## src/rtl/hdx_pkg.sv

```systemverilog
// Package: shared state encoding and wire codes for the half-duplex framer.
// Assumes nibbles leave the block low nibble first.
package hdx_pkg;
    localparam int BYTE_W = 8;
    localparam int NIB_W  = BYTE_W / 2;

    localparam logic [NIB_W-1:0] NIB_PRE  = 4'h5;
    localparam logic [NIB_W-1:0] NIB_SFD  = 4'hD;
    localparam logic [NIB_W-1:0] NIB_JAM  = 4'h5;
    localparam logic [NIB_W-1:0] NIB_IDLE = 4'h0;

    typedef enum logic [2:0] {
        ST_IDLE  = 3'd0,
        ST_PRE   = 3'd1,
        ST_DATA  = 3'd2,
        ST_JAM   = 3'd3,
        ST_DRAIN = 3'd4
    } txst_t;
endpackage

```

## src/rtl/hdx_slot_timer.sv

```systemverilog
// Slot timer: counts nibbles sent since the frame began (preamble and
// data only) and saturates at SLOT_NIBBLES. past_slot is high once the
// current nibble index has reached the slot length.
// Assumes clr is held while the framer is idle.
module hdx_slot_timer #(
    parameter int SLOT_NIBBLES = 128,
    localparam int SW = $clog2(SLOT_NIBBLES + 1)
) (
    input  logic clk,
    input  logic rst_n,
    input  logic clr,
    input  logic tick,
    output logic past_slot
);
    logic [SW-1:0] cnt_q;

    // Nibble counter, cleared between frames, saturating at the slot length.
    always_ff @(posedge clk) begin
        if (!rst_n || clr) begin
            cnt_q <= '0;
        end else if (tick && (cnt_q < SW'(SLOT_NIBBLES))) begin
            cnt_q <= cnt_q + 1'b1;
        end
    end

    assign past_slot = (cnt_q >= SW'(SLOT_NIBBLES));

    // a fresh frame always starts inside the window
    a_r7_clear_inside_window: assert property (@(posedge clk) disable iff (!rst_n)
        clr |=> !past_slot);
    // once late, the window cannot be re-entered mid-frame
    a_r7_late_sticks: assert property (@(posedge clk) disable iff (!rst_n)
        (past_slot && !clr) |=> past_slot);
endmodule

```

## src/rtl/hdx_nib_sel.sv

```systemverilog
// Nibble selector: decodes the registered framer state into the wire
// nibble and transmit enable. Purely combinational; the state it reads
// is registered, so outputs change only after clock edges.
module hdx_nib_sel
    import hdx_pkg::*;
#(
    parameter int PRE_NIBBLES = 16,
    parameter int CNT_W = 4
) (
    input  hdx_pkg::txst_t     st,
    input  logic [CNT_W-1:0]   cnt,
    input  logic [BYTE_W-1:0]  cur_byte,
    input  logic               phase_hi,
    output logic [NIB_W-1:0]   txd,
    output logic               txen
);
    // Pick the nibble for the current state and position.
    always_comb begin
        txen = 1'b0;
        txd  = NIB_IDLE;
        unique case (st)
            ST_PRE: begin
                txen = 1'b1;
                txd  = (cnt == CNT_W'(PRE_NIBBLES - 1)) ? NIB_SFD : NIB_PRE;
            end
            ST_DATA: begin
                txen = 1'b1;
                txd  = phase_hi ? cur_byte[BYTE_W-1:NIB_W] : cur_byte[NIB_W-1:0];
            end
            ST_JAM: begin
                txen = 1'b1;
                txd  = NIB_JAM;
            end
            default: begin
                txen = 1'b0;
                txd  = NIB_IDLE;
            end
        endcase
    end
endmodule

```

## src/rtl/hdx_tx_ctrl.sv

```systemverilog
// Framer control: sequences preamble, data, jam and drain. It runs the
// byte handshake and issues the collision status pulses.
// Assumes the source keeps frm_valid high through a frame; a missing
// byte when one is due ends the frame.
module hdx_tx_ctrl
    import hdx_pkg::*;
#(
    parameter int PRE_NIBBLES = 16,
    parameter int JAM_NIBBLES = 8,
    parameter int CNT_W = 4
) (
    input  logic               clk,
    input  logic               rst_n,
    input  logic               half_duplex,
    input  logic               col_in,
    input  logic               frm_valid,
    input  logic [BYTE_W-1:0]  frm_data,
    input  logic               frm_last,
    input  logic               past_slot,
    output logic               frm_ready,
    output hdx_pkg::txst_t     st,
    output logic [CNT_W-1:0]   cnt,
    output logic [BYTE_W-1:0]  cur_byte,
    output logic               phase_hi,
    output logic               col_normal,
    output logic               col_late
);
    txst_t             st_q;
    logic [CNT_W-1:0]  cnt_q;
    logic [BYTE_W-1:0] byte_q;
    logic              phase_q;
    logic              last_q;
    logic              late_q;
    logic              norm_p_q;
    logic              late_p_q;

    logic pre_end;
    logic jam_end;
    logic take;
    logic col_hit;

    assign pre_end = (st_q == ST_PRE) && (cnt_q == CNT_W'(PRE_NIBBLES - 1));
    assign jam_end = (st_q == ST_JAM) && (cnt_q == CNT_W'(JAM_NIBBLES - 1));

    // Ready when a byte is due next or input is being dropped.
    assign frm_ready = pre_end
                     || ((st_q == ST_DATA) && phase_q && !last_q)
                     || (st_q == ST_DRAIN);

    assign take    = frm_ready && frm_valid;
    assign col_hit = half_duplex && col_in && ((st_q == ST_PRE) || (st_q == ST_DATA));

    // State sequencer with collision override.
    always_ff @(posedge clk) begin
        if (!rst_n) begin
            st_q     <= ST_IDLE;
            cnt_q    <= '0;
            phase_q  <= 1'b0;
            late_q   <= 1'b0;
            norm_p_q <= 1'b0;
            late_p_q <= 1'b0;
        end else begin
            norm_p_q <= 1'b0;
            late_p_q <= 1'b0;
            unique case (st_q)
                ST_IDLE: begin
                    if (frm_valid) begin
                        st_q  <= ST_PRE;
                        cnt_q <= '0;
                    end
                end
                ST_PRE: begin
                    if (col_hit) begin
                        st_q   <= ST_JAM;
                        cnt_q  <= '0;
                        late_q <= past_slot;
                    end else if (pre_end) begin
                        st_q    <= take ? ST_DATA : ST_IDLE;
                        phase_q <= 1'b0;
                    end else begin
                        cnt_q <= cnt_q + 1'b1;
                    end
                end
                ST_DATA: begin
                    if (col_hit) begin
                        st_q   <= ST_JAM;
                        cnt_q  <= '0;
                        late_q <= past_slot;
                    end else if (!phase_q) begin
                        phase_q <= 1'b1;
                    end else if (take) begin
                        phase_q <= 1'b0;
                    end else begin
                        st_q <= ST_IDLE;
                    end
                end
                ST_JAM: begin
                    if (jam_end) begin
                        st_q     <= last_q ? ST_IDLE : ST_DRAIN;
                        norm_p_q <= !late_q;
                        late_p_q <= late_q;
                    end else begin
                        cnt_q <= cnt_q + 1'b1;
                    end
                end
                ST_DRAIN: begin
                    if (take && frm_last) begin
                        st_q <= ST_IDLE;
                    end
                end
                default: st_q <= ST_IDLE;
            endcase
        end
    end

    // Byte holding register and end-of-frame marker.
    always_ff @(posedge clk) begin
        if (!rst_n) begin
            byte_q <= '0;
            last_q <= 1'b0;
        end else if (take) begin
            byte_q <= frm_data;
            last_q <= frm_last;
        end else if ((st_q == ST_IDLE) && frm_valid) begin
            last_q <= 1'b0;
        end
    end

    assign st         = st_q;
    assign cnt        = cnt_q;
    assign cur_byte   = byte_q;
    assign phase_hi   = phase_q;
    assign col_normal = norm_p_q;
    assign col_late   = late_p_q;

    // full duplex never enters the jam from an active frame
    a_r9_no_jam_full_duplex: assert property (@(posedge clk) disable iff (!rst_n)
        (((st_q == ST_PRE) || (st_q == ST_DATA)) && !half_duplex) |=> (st_q != ST_JAM));
    // the jam runs for its full length before leaving
    a_r5_jam_full_length: assert property (@(posedge clk) disable iff (!rst_n)
        ((st_q == ST_JAM) && !jam_end) |=> (st_q == ST_JAM));
    // the two status pulses never coincide
    a_r7_status_exclusive: assert property (@(posedge clk) disable iff (!rst_n)
        !(col_normal && col_late));
    // status only ever follows a jam
    a_r7_status_after_jam: assert property (@(posedge clk) disable iff (!rst_n)
        (col_normal || col_late) |-> ($past(st_q) == ST_JAM));
    // dropping input ends only on a taken last byte
    a_r8_drain_exit: assert property (@(posedge clk) disable iff (!rst_n)
        ((st_q == ST_DRAIN) && !(frm_valid && frm_last)) |=> (st_q == ST_DRAIN));
    // the delimiter nibble is followed by data, a jam or idle
    a_r2_after_delim: assert property (@(posedge clk) disable iff (!rst_n)
        pre_end |=> (st_q != ST_PRE));
endmodule

```

## src/rtl/hdx_tx_framer.sv

```systemverilog
// Top: half-duplex nibble-wide transmit framer with collision jam.
// Wires the control sequencer, slot timer and nibble selector together.
// Assumes the byte stream already carries the frame check sequence.
module hdx_tx_framer
    import hdx_pkg::*;
#(
    parameter int PRE_NIBBLES  = 16,
    parameter int JAM_NIBBLES  = 8,
    parameter int SLOT_NIBBLES = 128
) (
    input  logic        clk,
    input  logic        rst_n,
    input  logic        half_duplex,
    input  logic        col_in,
    input  logic        frm_valid,
    input  logic [7:0]  frm_data,
    input  logic        frm_last,
    output logic        frm_ready,
    output logic [3:0]  mii_txd,
    output logic        mii_txen,
    output logic        col_normal,
    output logic        col_late
);
    localparam int CNT_MAX = (PRE_NIBBLES > JAM_NIBBLES) ? PRE_NIBBLES : JAM_NIBBLES;
    localparam int CNT_W   = $clog2(CNT_MAX);

    txst_t             st;
    logic [CNT_W-1:0]  cnt;
    logic [BYTE_W-1:0] cur_byte;
    logic              phase_hi;
    logic              past_slot;
    logic              slot_clr;
    logic              slot_tick;

    assign slot_clr  = (st == ST_IDLE);
    assign slot_tick = (st == ST_PRE) || (st == ST_DATA);

    hdx_tx_ctrl #(
        .PRE_NIBBLES (PRE_NIBBLES),
        .JAM_NIBBLES (JAM_NIBBLES),
        .CNT_W       (CNT_W)
    ) u_ctrl (
        .clk         (clk),
        .rst_n       (rst_n),
        .half_duplex (half_duplex),
        .col_in      (col_in),
        .frm_valid   (frm_valid),
        .frm_data    (frm_data),
        .frm_last    (frm_last),
        .past_slot   (past_slot),
        .frm_ready   (frm_ready),
        .st          (st),
        .cnt         (cnt),
        .cur_byte    (cur_byte),
        .phase_hi    (phase_hi),
        .col_normal  (col_normal),
        .col_late    (col_late)
    );

    hdx_slot_timer #(
        .SLOT_NIBBLES (SLOT_NIBBLES)
    ) u_slot (
        .clk       (clk),
        .rst_n     (rst_n),
        .clr       (slot_clr),
        .tick      (slot_tick),
        .past_slot (past_slot)
    );

    hdx_nib_sel #(
        .PRE_NIBBLES (PRE_NIBBLES),
        .CNT_W       (CNT_W)
    ) u_nib (
        .st       (st),
        .cnt      (cnt),
        .cur_byte (cur_byte),
        .phase_hi (phase_hi),
        .txd      (mii_txd),
        .txen     (mii_txen)
    );

    // an idle wire carries the zero nibble
    a_r1_quiet_wire: assert property (@(posedge clk) disable iff (!rst_n)
        !mii_txen |-> (mii_txd == 4'h0));
    // enable can only rise out of the idle state
    a_r3_start_from_idle: assert property (@(posedge clk) disable iff (!rst_n)
        $rose(mii_txen) |-> ($past(st) == ST_IDLE));
endmodule

```

## config.mk

```make
export PLATFORM = sky130hd
export DESIGN_NAME = hdx_tx_framer
export DESIGN_NICKNAME = d
export VERILOG_FILES = /design/src/rtl/hdx_pkg.sv /design/src/rtl/hdx_slot_timer.sv /design/src/rtl/hdx_nib_sel.sv /design/src/rtl/hdx_tx_ctrl.sv /design/src/rtl/hdx_tx_framer.sv
export SDC_FILE = /design/constraint.sdc
export NUM_CORES = 1
export LEC_CHECK = 0
export ABC_AREA = 0
export BUFFER_PORTS_ARGS = -buffer_cell sky130_fd_sc_hd__clkbuf_2
export CORE_MARGIN = 4
export CORE_UTILIZATION = 35
export DETAILED_ROUTE_END_ITERATION = 12
export GPL_ROUTABILITY_DRIVEN = 1
export PLACE_DENSITY = 0.57
export RECOVER_POWER = 25
export SLEW_MARGIN = 10
export SYNTH_ARGS = -nofsm -noshare
export SYNTH_HDL_FRONTEND = slang
export SYNTH_SLANG_ARGS = --single-unit
```

## constraint.sdc

```tcl
create_clock -name clk -period 2.01 [get_ports clk]
set_input_delay 0.402 -clock clk [delete_from_list [all_inputs] [get_ports clk]]
set_output_delay 0.402 -clock clk [all_outputs]
set_load 0.01 [all_outputs]
```

==> impl_results.md, run 1 <==
- Reg clk slew, reported paths: 0.10 ns
- Max-capacitance violation count: 0
- GRT Total Usage: 11.97%
- Reg2Reg Setup Slack: 0.25 ns
- N_diodes: 0
- RePlAce Congestion: 0.7930
- # fillers: 469
- Average footprint of a synthesized cell: 8.423 um^2
- Min-delay worst type: primary input to flop
- IO Port Bufs: 21
- Core area: 4444 um^2
- Remaining antenna violation count: 0
- Synth async-reset ratio: 0%
- Initial Util: 36.77%
- Pwr Density: 577.7 nW/um^2
- Max Clock Skew: 0.004664 ns
- Yosys Warn Count: 0
- Cells after synthesis: 194
- Seq/Total Area, Yosys: 34.30%
- FF-to-FF Start: u_ctrl.st[2]$_SDFFE_PN0P_
- Status: finished clean
- CP endpoint kind: output pin
- Critical Path Start Type: flop
- Cts bufs inserted: 3
- Largest net degree at the start of global routing: 18
- Die Ht: 76.33 um
- Tightest Pin Transition: 0.7608 ns
- Hpwl dp: 2491 um
- Die Wd: 76.33 um
- Worst path cell trace: buf_4, nor2b_2, a22oi_1, nor2_1, clkbuf_2
- Max-slew headroom: 48.98%
- Number of synthesized flops with an enable pin: 0
- Grt total ovfl: 0
- Max Clk Rate: 523.6 MHz
- Post-synth top area cell: dfxtp_1
- Final Cell Area: 1839 um^2
- Post-synth top flop: dfxtp_1
- Endpoints failing hold: 0
- Synth area leaders: dfxtp_1, mux2i_1, nand2_1, nand3_1, nor2_1
- Hold Path Depth: 2
- Drt first-iter violations: 24
- Min Clock Period, post-route: 1.910 ns
- Final Max Slew Viols: 0
- LEAKAGE: 0.6677 nW
- Fraction of layout cells with a size suffix above 1: 23.47%
- Min-delay src: frm_last
- Synth-to-layout area growth: 12.56%
- Critical path arrival: 1.51 ns
- First-pass GRT wire length: 5740 um
- Via count: 1370
- Clk sinks: 28
- Final setup viols: 0
- Dpl cell area: 1769 um^2
- Syn nets: 211
- RSZ-0062 raised after global routing: false
- Final cell utilization of the core: 41.39%
- Clock buffer depth: 2
- Syn Std Cell Area: 1634 um^2
- Share of the synthesized area in the top cell type: 34.30%
- Peak VDD IR: 0.0003050 V
- CTS tree: built
- Cell Rows: 24
- Vias in the first global route: 1241
- Residual DRC: 0
- Worst EP required: 1.61 ns
- Yosys reg bits: 28
- R2R cell count: 4
- Largest stage delay, worst path: 0.51 ns
- Die Area: 5826 um^2
- Setup TNS: 0 ns
- Overall routed net length: 3400 um
- H-Tree Depth: 1
- Critical path peak fanout: 14
- Area of the multi-input gates: 968.4 um^2
- Nets: 231
- Worst Hold End: u_ctrl.st[2]$_SDFFE_PN0P_
- Synth cell count leaders: nand2_1, dfxtp_1, nor2_1
- Later-pin clock latency in the skew report: 0.28 ns
- Number of I/O pins: 22
- CTS root buf: clkbuf_8
- Yosys cell types: 51
- Worst setup path class: flop to output pin
- R2r endpoint: u_ctrl.cur_byte[0]$_SDFFE_PN0P_
- Final period utilization: 95.01%
- FF+latch area: 565.5 um^2
- Router iterations before antenna repair: 5
- Vias/cell: 5.170
- Critical path's slowest cell: dfxtp_1
- Initial antenna violation count: 0
- DR WL/cell: 12.83 um
- Most common cell in the netlist: nand2_1
-- where the power goes --
part	total (mW)	switching [mW]	internal (mW)
Clock	0.355	0.179	0.176
Combinational	0.136	0.0789	0.0571
Sequential	0.572	0.0114	0.560
Total	1.06	0.270	0.793
-- cell families (layout without fill, tap and decap cells) --
kind of cell | after synthesis | after routing | synth area share, %
AOI/OAI and AO/OA | 36 | 36 | 15.62
DFF | 28 | 28 | 34.30
buffers and inverters | 22 | 41 | 7.426
muxes | 15 | 15 | 9.418
xor gates and xnor gates | 5 | 5 | 3.828
and+or+nand+nor | 85 | 85 | 27.11
adders and majority gates | 3 | 3 | 2.297
-- worst max-delay path: cells and delay by family (launching register included) --
family                 cells  cell delay, ns
flip-flops                 1            0.51
buffers and inverters      2            0.40
AND/OR/NAND/NOR            2            0.15
AO/OA/AOI/OAI              1            0.17
-- state kept, by name, summed over array words and instances, names as in the netlist --
register	flops
u_ctrl.late_q	1
u_ctrl.col_late	1
u_ctrl.cur_byte	8
u_ctrl.cnt	4
u_ctrl.phase_hi	1
u_ctrl.col_normal	1
u_ctrl.st	3
u_ctrl.last_q	1
u_slot.cnt_q	8
-- through the flow --
stage          instances  setup slack [ns]  total power, mW  hold slack (ns)
2_1_floorplan        194            0.4767           0.6791           0.4211
3_3_place_gp         261            0.2383           0.7202           0.4429
3_5_place_dp         261            0.1962           0.7218           0.4472
4_1_cts              265          0.008369            1.082           0.3262
5_1_grt              265          0.008701            1.120           0.3202
6_report             265            0.1003            1.063           0.3262
-- repair_timing --
action | 4_1_cts | 5_1_grt
gates resized for setup | 3 | 5
setup endpoints to repair | 2 | 2
hold buffers | 0 | 0
setup buffers | 0 | 0
endpoints found under the hold margin | 0 | 0
-- routing by layer --
metal	part of all wire (%)	global-route usage [%]	vias up
met3	3.3	2.837	5
met4	1.4	4.348	0
met5	0	0	-
met2	47	19.07	19
li1	-	-	714
met1	48	15.70	632
-- cell type report --
type | count | area share [%]
Timing Repair Buffer | 28 | 8.231
Tap cell | 52 | 3.537
Clock buffer | 4 | 2.993
Inverter | 9 | 1.837
Sequential cell | 28 | 30.75
Multi-Input combinational cell | 144 | 52.65
-- worst max-delay path by stage --
stage	from	to	slack, ns
after CTS	u_ctrl.cnt[0]$_SDFFE_PN0P_	frm_ready	0.008
after detailed placement	u_ctrl.st[1]$_SDFFE_PN0P_	u_ctrl.cur_byte[5]$_SDFFE_PN0P_	0.20
final	u_ctrl.st[0]$_SDFFE_PN0P_	mii_txd[3]	0.10
after global placement	u_ctrl.st[1]$_SDFFE_PN0P_	u_ctrl.cur_byte[4]$_SDFFE_PN0P_	0.24
after global routing	u_ctrl.cnt[1]$_SDFFE_PN0P_	mii_txd[3]	0.009
after floorplan	u_ctrl.cnt[0]$_SDFFE_PN0P_	mii_txd[3]	0.48
-- placed cells by master (no fill, tap or decap), drive strengths merged, types with 3 or more instances in the layout --
cell,synthesis,routed
a31o,3,3
nor2,15,15
nand3,12,12
buf,8,6
a21oi,7,7
nor3,6,6
a31oi,4,4
a211oi,3,3
nor4,3,3
dfxtp,28,28
mux2i,12,12
ha,3,3
xnor2,5,5
clkbuf,5,26
mux2,3,3
o21ai,6,6
inv,9,9
nand2,30,30
nor2b,6,6
o22ai,3,3
No activity file was read; power rests on OpenSTA's default activity.
==> run 2: changes to the inputs <==
CORE_UTILIZATION = 56   (was 35)
PLACE_DENSITY = 0.82   (was 0.57)
REMOVE_ABC_BUFFERS = 1   (was unset)
==> run 2 against run 1 <==
Against the previous run: setup slack got worse by 0.035 ns; wire length rose by 2.9%; sequential share of layout area rose by 1.0 points; critical path type unchanged; highest routed layer unchanged.
==> impl_results.md, run 2 (synthesis gave the netlist of run 1 again) <==
- Final setup viols: 0
- Pre-CTS WS: 0.2221 ns
- Hpwl dp: 2516 um
- Min-delay src: frm_last
- CTS Hold Bufs: 0
- Cell Rows: 19
- Endpoints failing hold: 0
- Dpl cell area: 1743 um^2
- Later-pin clock latency in the skew report: 0.33 ns
- Via count: 1468
- Remaining antenna violation count: 0
- Final Cell Area: 1799 um^2
- Commonest non-fill, non-tap cell in the layout: nand2_1
- Cts bufs inserted: 3
- Grt total ovfl: 0
- Critical Path Start Type: flop
- Clock buffer depth: 2
- # fillers: 245
- Critical path peak fanout: 7
- Vias in the first global route: 1361
- Die Ht: 62.02 um
- Final Max Slew Viols: 0
- Worst setup path class: flop to output pin
- Reg clk slew, reported paths: 0.15 ns
- H-Tree Depth: 1
- Die Wd: 62.02 um
- Residual DRC: 0
- Clk sinks: 28
- CTS root buf: clkbuf_4
- Number of I/O pins: 22
- CTS tree: built
- Max-slew headroom: 55.04%
- Router iterations before antenna repair: 4
- Drt first-iter violations: 104
- Max Clk Rate: 514.3 MHz
- Fraction of layout cells with a size suffix above 1: 24.30%
- Synth-to-layout area growth: 10.11%
- Initial antenna violation count: 0
- DR WL/cell: 14.28 um
- Peak VDD IR: 0.0005253 V
- RePlAce Congestion: 0.8089
- Min-delay worst type: primary input to flop
- FF-to-FF Start: u_ctrl.st[0]$_SDFFE_PN0P_
- Commonest cells after routing, fill and taps aside: nand2_1, dfxtp_1, clkbuf_2
- Critical path arrival: 1.54 ns
- Overall routed net length: 3498 um
- Largest net degree at the start of global routing: 20
- CP endpoint kind: output pin
- Max-capacitance violation count: 0
- Tightest Pin Transition: 0.6743 ns
- Hold WS: 0.2523 ns
- Core area: 2781 um^2
- Nets: 232
- Worst setup margin: 0.06551 ns
- CP startpoint: u_ctrl.cnt[0]$_SDFFE_PN0P_
- Vias/cell: 5.992
- Worst EP required: 1.61 ns
- First-pass GRT wire length: 5892 um
- Area of the multi-input gates: 959.7 um^2
- Max Clock Skew: 0.002763 ns
- Final period utilization: 96.74%
- FF+latch area: 571.8 um^2
- Initial Util: 58.75%
- LEAKAGE: 0.6615 nW
- IO Port Bufs: 21
- N_diodes: 0
- Die Area: 3846 um^2
- Pwr Density: 548.3 nW/um^2
- GRT Total Usage: 20.56%
- Min Clock Period, post-route: 1.944 ns
- Status: finished clean
- Pwr Total: 0.9866 mW
## run 2: cell types whose count changed in the layout (fill, tap and decap cells not counted), moves of 2 or more
cell      change
clkbuf_4      +3
clkbuf_8      -3
dfxtp_1       -3
dfxtp_2       +2
## run 2: stage by stage
stage / cells / TNS, ns / utilization, %
detailed placement: 240 / 0 / 62.66
finish: 245 / 0 / 64.69
floorplan: 181 / 0 / -
global route: 245 / -0.005953 / 64.69
CTS: 245 / 0 / 64.51
global placement: 240 / 0 / 62.66
## run 2: layout make-up
class	instances	share of cell area (%)
sequential	28	31.78
tap	31	2.156
timing repair buffer	29	8.832
multi-input combinational	144	53.34
clock buffer	4	2.017
inverter	9	1.878
## run 2: worst max-delay path, stage by stage (launching register included)
cell,delay [ns]
dfxtp_4,0.39
ha_4,0.18
and4b_2,0.26
a22oi_2,0.19
nor2_1,0.06
clkbuf_2,0.13
## run 2: metal layers
layer	track usage [%]	up-vias	part of all wire, %
met3	5.372	13	5.1
met1	23.03	686	41
met2	36.39	47	51
met4	8.788	0	2.9
li1	-	722	-
met5	0	-	0
## run 2: power breakdown
group	leakage, nW	internal [mW]	switching, mW
sequential	0.229	0.561	0.0147
combinational	0.412	0.0587	0.0755
clock	0.0210	0.111	0.165
total	0.662	0.731	0.256
## run 2: repair_timing
| action | 4_1_cts | 5_1_grt |
|---|---|---|
| gates resized for setup | 5 | 6 |
| endpoints found under the setup margin | 4 | 2 |
| setup buffers | 1 | 0 |
## run 2: worst paths after layout
| path | endpoint | slack, ns | cells past startpoint |
|---|---|---|---|
| setup / recovery | mii_txd[3] | 0.07 | 5 |
| hold / removal | u_ctrl.st[2]$_SDFFE_PN0P_ | 0.25 | 2 |
| setup reg to reg | u_slot.cnt_q[5]$_SDFFE_PP0P_ | 0.18 | 5 |
| hold reg to reg | u_ctrl.col_late$_SDFF_PN0_ | 0.47 | 2 |
==> run 3: changes to the inputs <==
CORE_UTILIZATION = 60   (was 56)
PLACE_DENSITY = 0.87   (was 0.82)
clock period = 2.4 ns   (was 2.01 ns; I/O delays follow)
==> run 3 against run 2 <==
Against the previous run: global-route usage up 1.4 points; sequential power down 17%; largest power group unchanged; critical path type unchanged; sequential share of layout area up 0.85 points; largest cell class unchanged; critical endpoint unchanged.
==> impl_results.md, run 3 (synthesis gave the netlist of run 1 again) <==
- Hpwl dp: 2728 um
- Vias in the first global route: 1454
- Endpoints failing hold: 0
- Status: finished clean
- Max Clock Skew: 0.004066 ns
- Tightest Pin Transition: 0.6928 ns
- Critical path buffers and inverters: 1
- Worst Hold End: u_ctrl.st[2]$_SDFFE_PN0P_
- Die Area: 3622 um^2
- First-pass GRT wire length: 6085 um
- P_sw: 0.2170 mW
- FF-to-FF Start: u_ctrl.phase_hi$_SDFFE_PN0P_
- Reg clk slew, reported paths: 0.15 ns
- Commonest non-fill, non-tap cell in the layout: nand2_1
- CTS Hold Bufs: 0
- Pwr Density: 478.4 nW/um^2
- Pwr Total: 0.8219 mW
- Initial Util: 64.21%
- Hold Path Depth: 2
- Cell Rows: 18
- Worst EP required: 1.92 ns
- CP endpoint kind: output pin
- IO Port Bufs: 21
- Remaining antenna violation count: 0
- N_diodes: 0
- FF+latch area: 560.5 um^2
- Die Ht: 60.19 um
- Clk sinks: 28
- Power share of the clock group: 29.0%
- Router iterations before antenna repair: 4
- Final period utilization: 91.85%
- GRT Total Usage: 21.96%
- Worst setup path class: flop to output pin
- Min-delay src: frm_last
- Vias/cell: 6.038
- Post CTS Setup Buffer Count: 0
- Final Max Slew Viols: 0
- Worst path cell trace: ha_1, and4b_1, a22oi_1, nor2_1, clkbuf_2
- Via count: 1443
- Overall routed net length: 3535 um
- Cts repair resizes: 0
- Max-slew headroom: 53.48%
- Min Clock Period, post-route: 2.204 ns
- Dpl cell area: 1712 um^2
- Critical Path Start Type: flop
- Drt first-iter violations: 90
- DR WL/cell: 14.79 um
- CTS tree: built
- Die Wd: 60.19 um
- Initial antenna violation count: 0
- Max-capacitance violation count: 0
- Register share of total power: 58.3%
- Clock buffer depth: 2
- Internal power: 0.6049 mW
- # fillers: 226
- Commonest cells after routing, fill and taps aside: nand2_1, dfxtp_1, clkbuf_2
- RSZ-0062 raised after global routing: false
- CP delay by family, top: simple AND/OR/NAND/NOR gates
- Final Cell Area: 1718 um^2
- Core area: 2545 um^2
- R2R cell count: 4
- Switching share of power: 26.41%
- Setup TNS: 0 ns
- Area of the multi-input gates: 924.6 um^2
- Residual DRC: 0
- H-Tree Depth: 1
- Nets: 227
- Largest net degree at the start of global routing: 32
- LEAKAGE: 0.6367 nW
- Later-pin clock latency in the skew report: 0.34 ns
- Largest stage delay, worst path: 0.40 ns
- Critical path peak fanout: 7
- Min-delay worst type: primary input to flop
- RePlAce Congestion: 0.9149
- CTS root buf: clkbuf_4
- Combinational share of power: 12.6%
- Grt total ovfl: 0
- Critical path arrival: 1.72 ns
- Synth-to-layout area growth: 5.130%
- Number of I/O pins: 22
- Cts bufs inserted: 3
- Peak VDD IR: 0.0003249 V
- Fraction of layout cells with a size suffix above 1: 18.66%
- Max Clk Rate: 453.6 MHz
- Critical path's slowest cell: dfxtp_1
- Final setup viols: 0
- Reg2Reg Setup Slack: 0.54 ns
- R2r endpoint: u_ctrl.cur_byte[5]$_SDFFE_PN0P_
==> run 3: cell types whose count changed in the layout (fill, tap and decap cells not counted), moves of 2 or more <==
cell     before  now
dfxtp_2       3    0
dfxtp_4       2    0
dfxtp_1      23   28
buf_4         7    3
==> run 3: worst max-delay path by stage <==
stage	to	startpoint	slack [ns]	depth (start not counted)
3_5_place_dp	u_ctrl.cur_byte[5]$_SDFFE_PN0P_	u_ctrl.phase_hi$_SDFFE_PN0P_	0.57	4
6_report	mii_txd[3]	u_ctrl.cnt[1]$_SDFFE_PN0P_	0.20	5
4_1_cts	frm_ready	u_ctrl.st[0]$_SDFFE_PN0P_	0.20	4
5_1_grt	mii_txd[3]	u_ctrl.cnt[0]$_SDFFE_PN0P_	0.06	5
2_1_floorplan	frm_ready	u_ctrl.st[1]$_SDFFE_PN0P_	0.55	3
3_3_place_gp	mii_txd[3]	u_ctrl.cnt[0]$_SDFFE_PN0P_	0.65	5
==> run 3: through the flow <==
stage               hold WS, ns  setup slack, ns  instances  util (%)
finish                   0.3250           0.1955        239     67.50
global route             0.3306          0.06365        239     67.50
CTS                      0.3111           0.1983        239     68.68
detailed placement       0.4485           0.5671        235     67.26
global placement         0.4379           0.6465        235     67.26
floorplan                0.4209           0.5496        181         -
==> run 3: layout make-up <==
| class | instances | area share (%) |
|---|---|---|
| clock buffer | 4 | 2.112 |
| tap | 30 | 2.185 |
| sequential | 28 | 32.63 |
| multi-input combinational | 144 | 53.82 |
| timing repair buffer | 24 | 7.283 |
| inverter | 9 | 1.966 |
==> run 3: power groups by stage <==
| stage | Sequential, mW | Clock (mW) | Combinational, mW |
|---|---|---|---|
| after floorplan | 0.493 | 0 | 0.0626 |
| after global placement | 0.490 | 0 | 0.103 |
| after detailed placement | 0.491 | 0 | 0.108 |
| after CTS | 0.481 | 0.245 | 0.108 |
| after global routing | 0.481 | 0.259 | 0.117 |
| final | 0.479 | 0.239 | 0.104 |
==> run 3: layer usage <==
layer  GRT usage [%]  vias up  part of all wire [%]
met5               0        -                     0
met4           11.71        0                   3.0
met3           3.240       13                   4.2
met2           40.59       37                    54
met1           23.54      688                    39
li1                -      705                     -
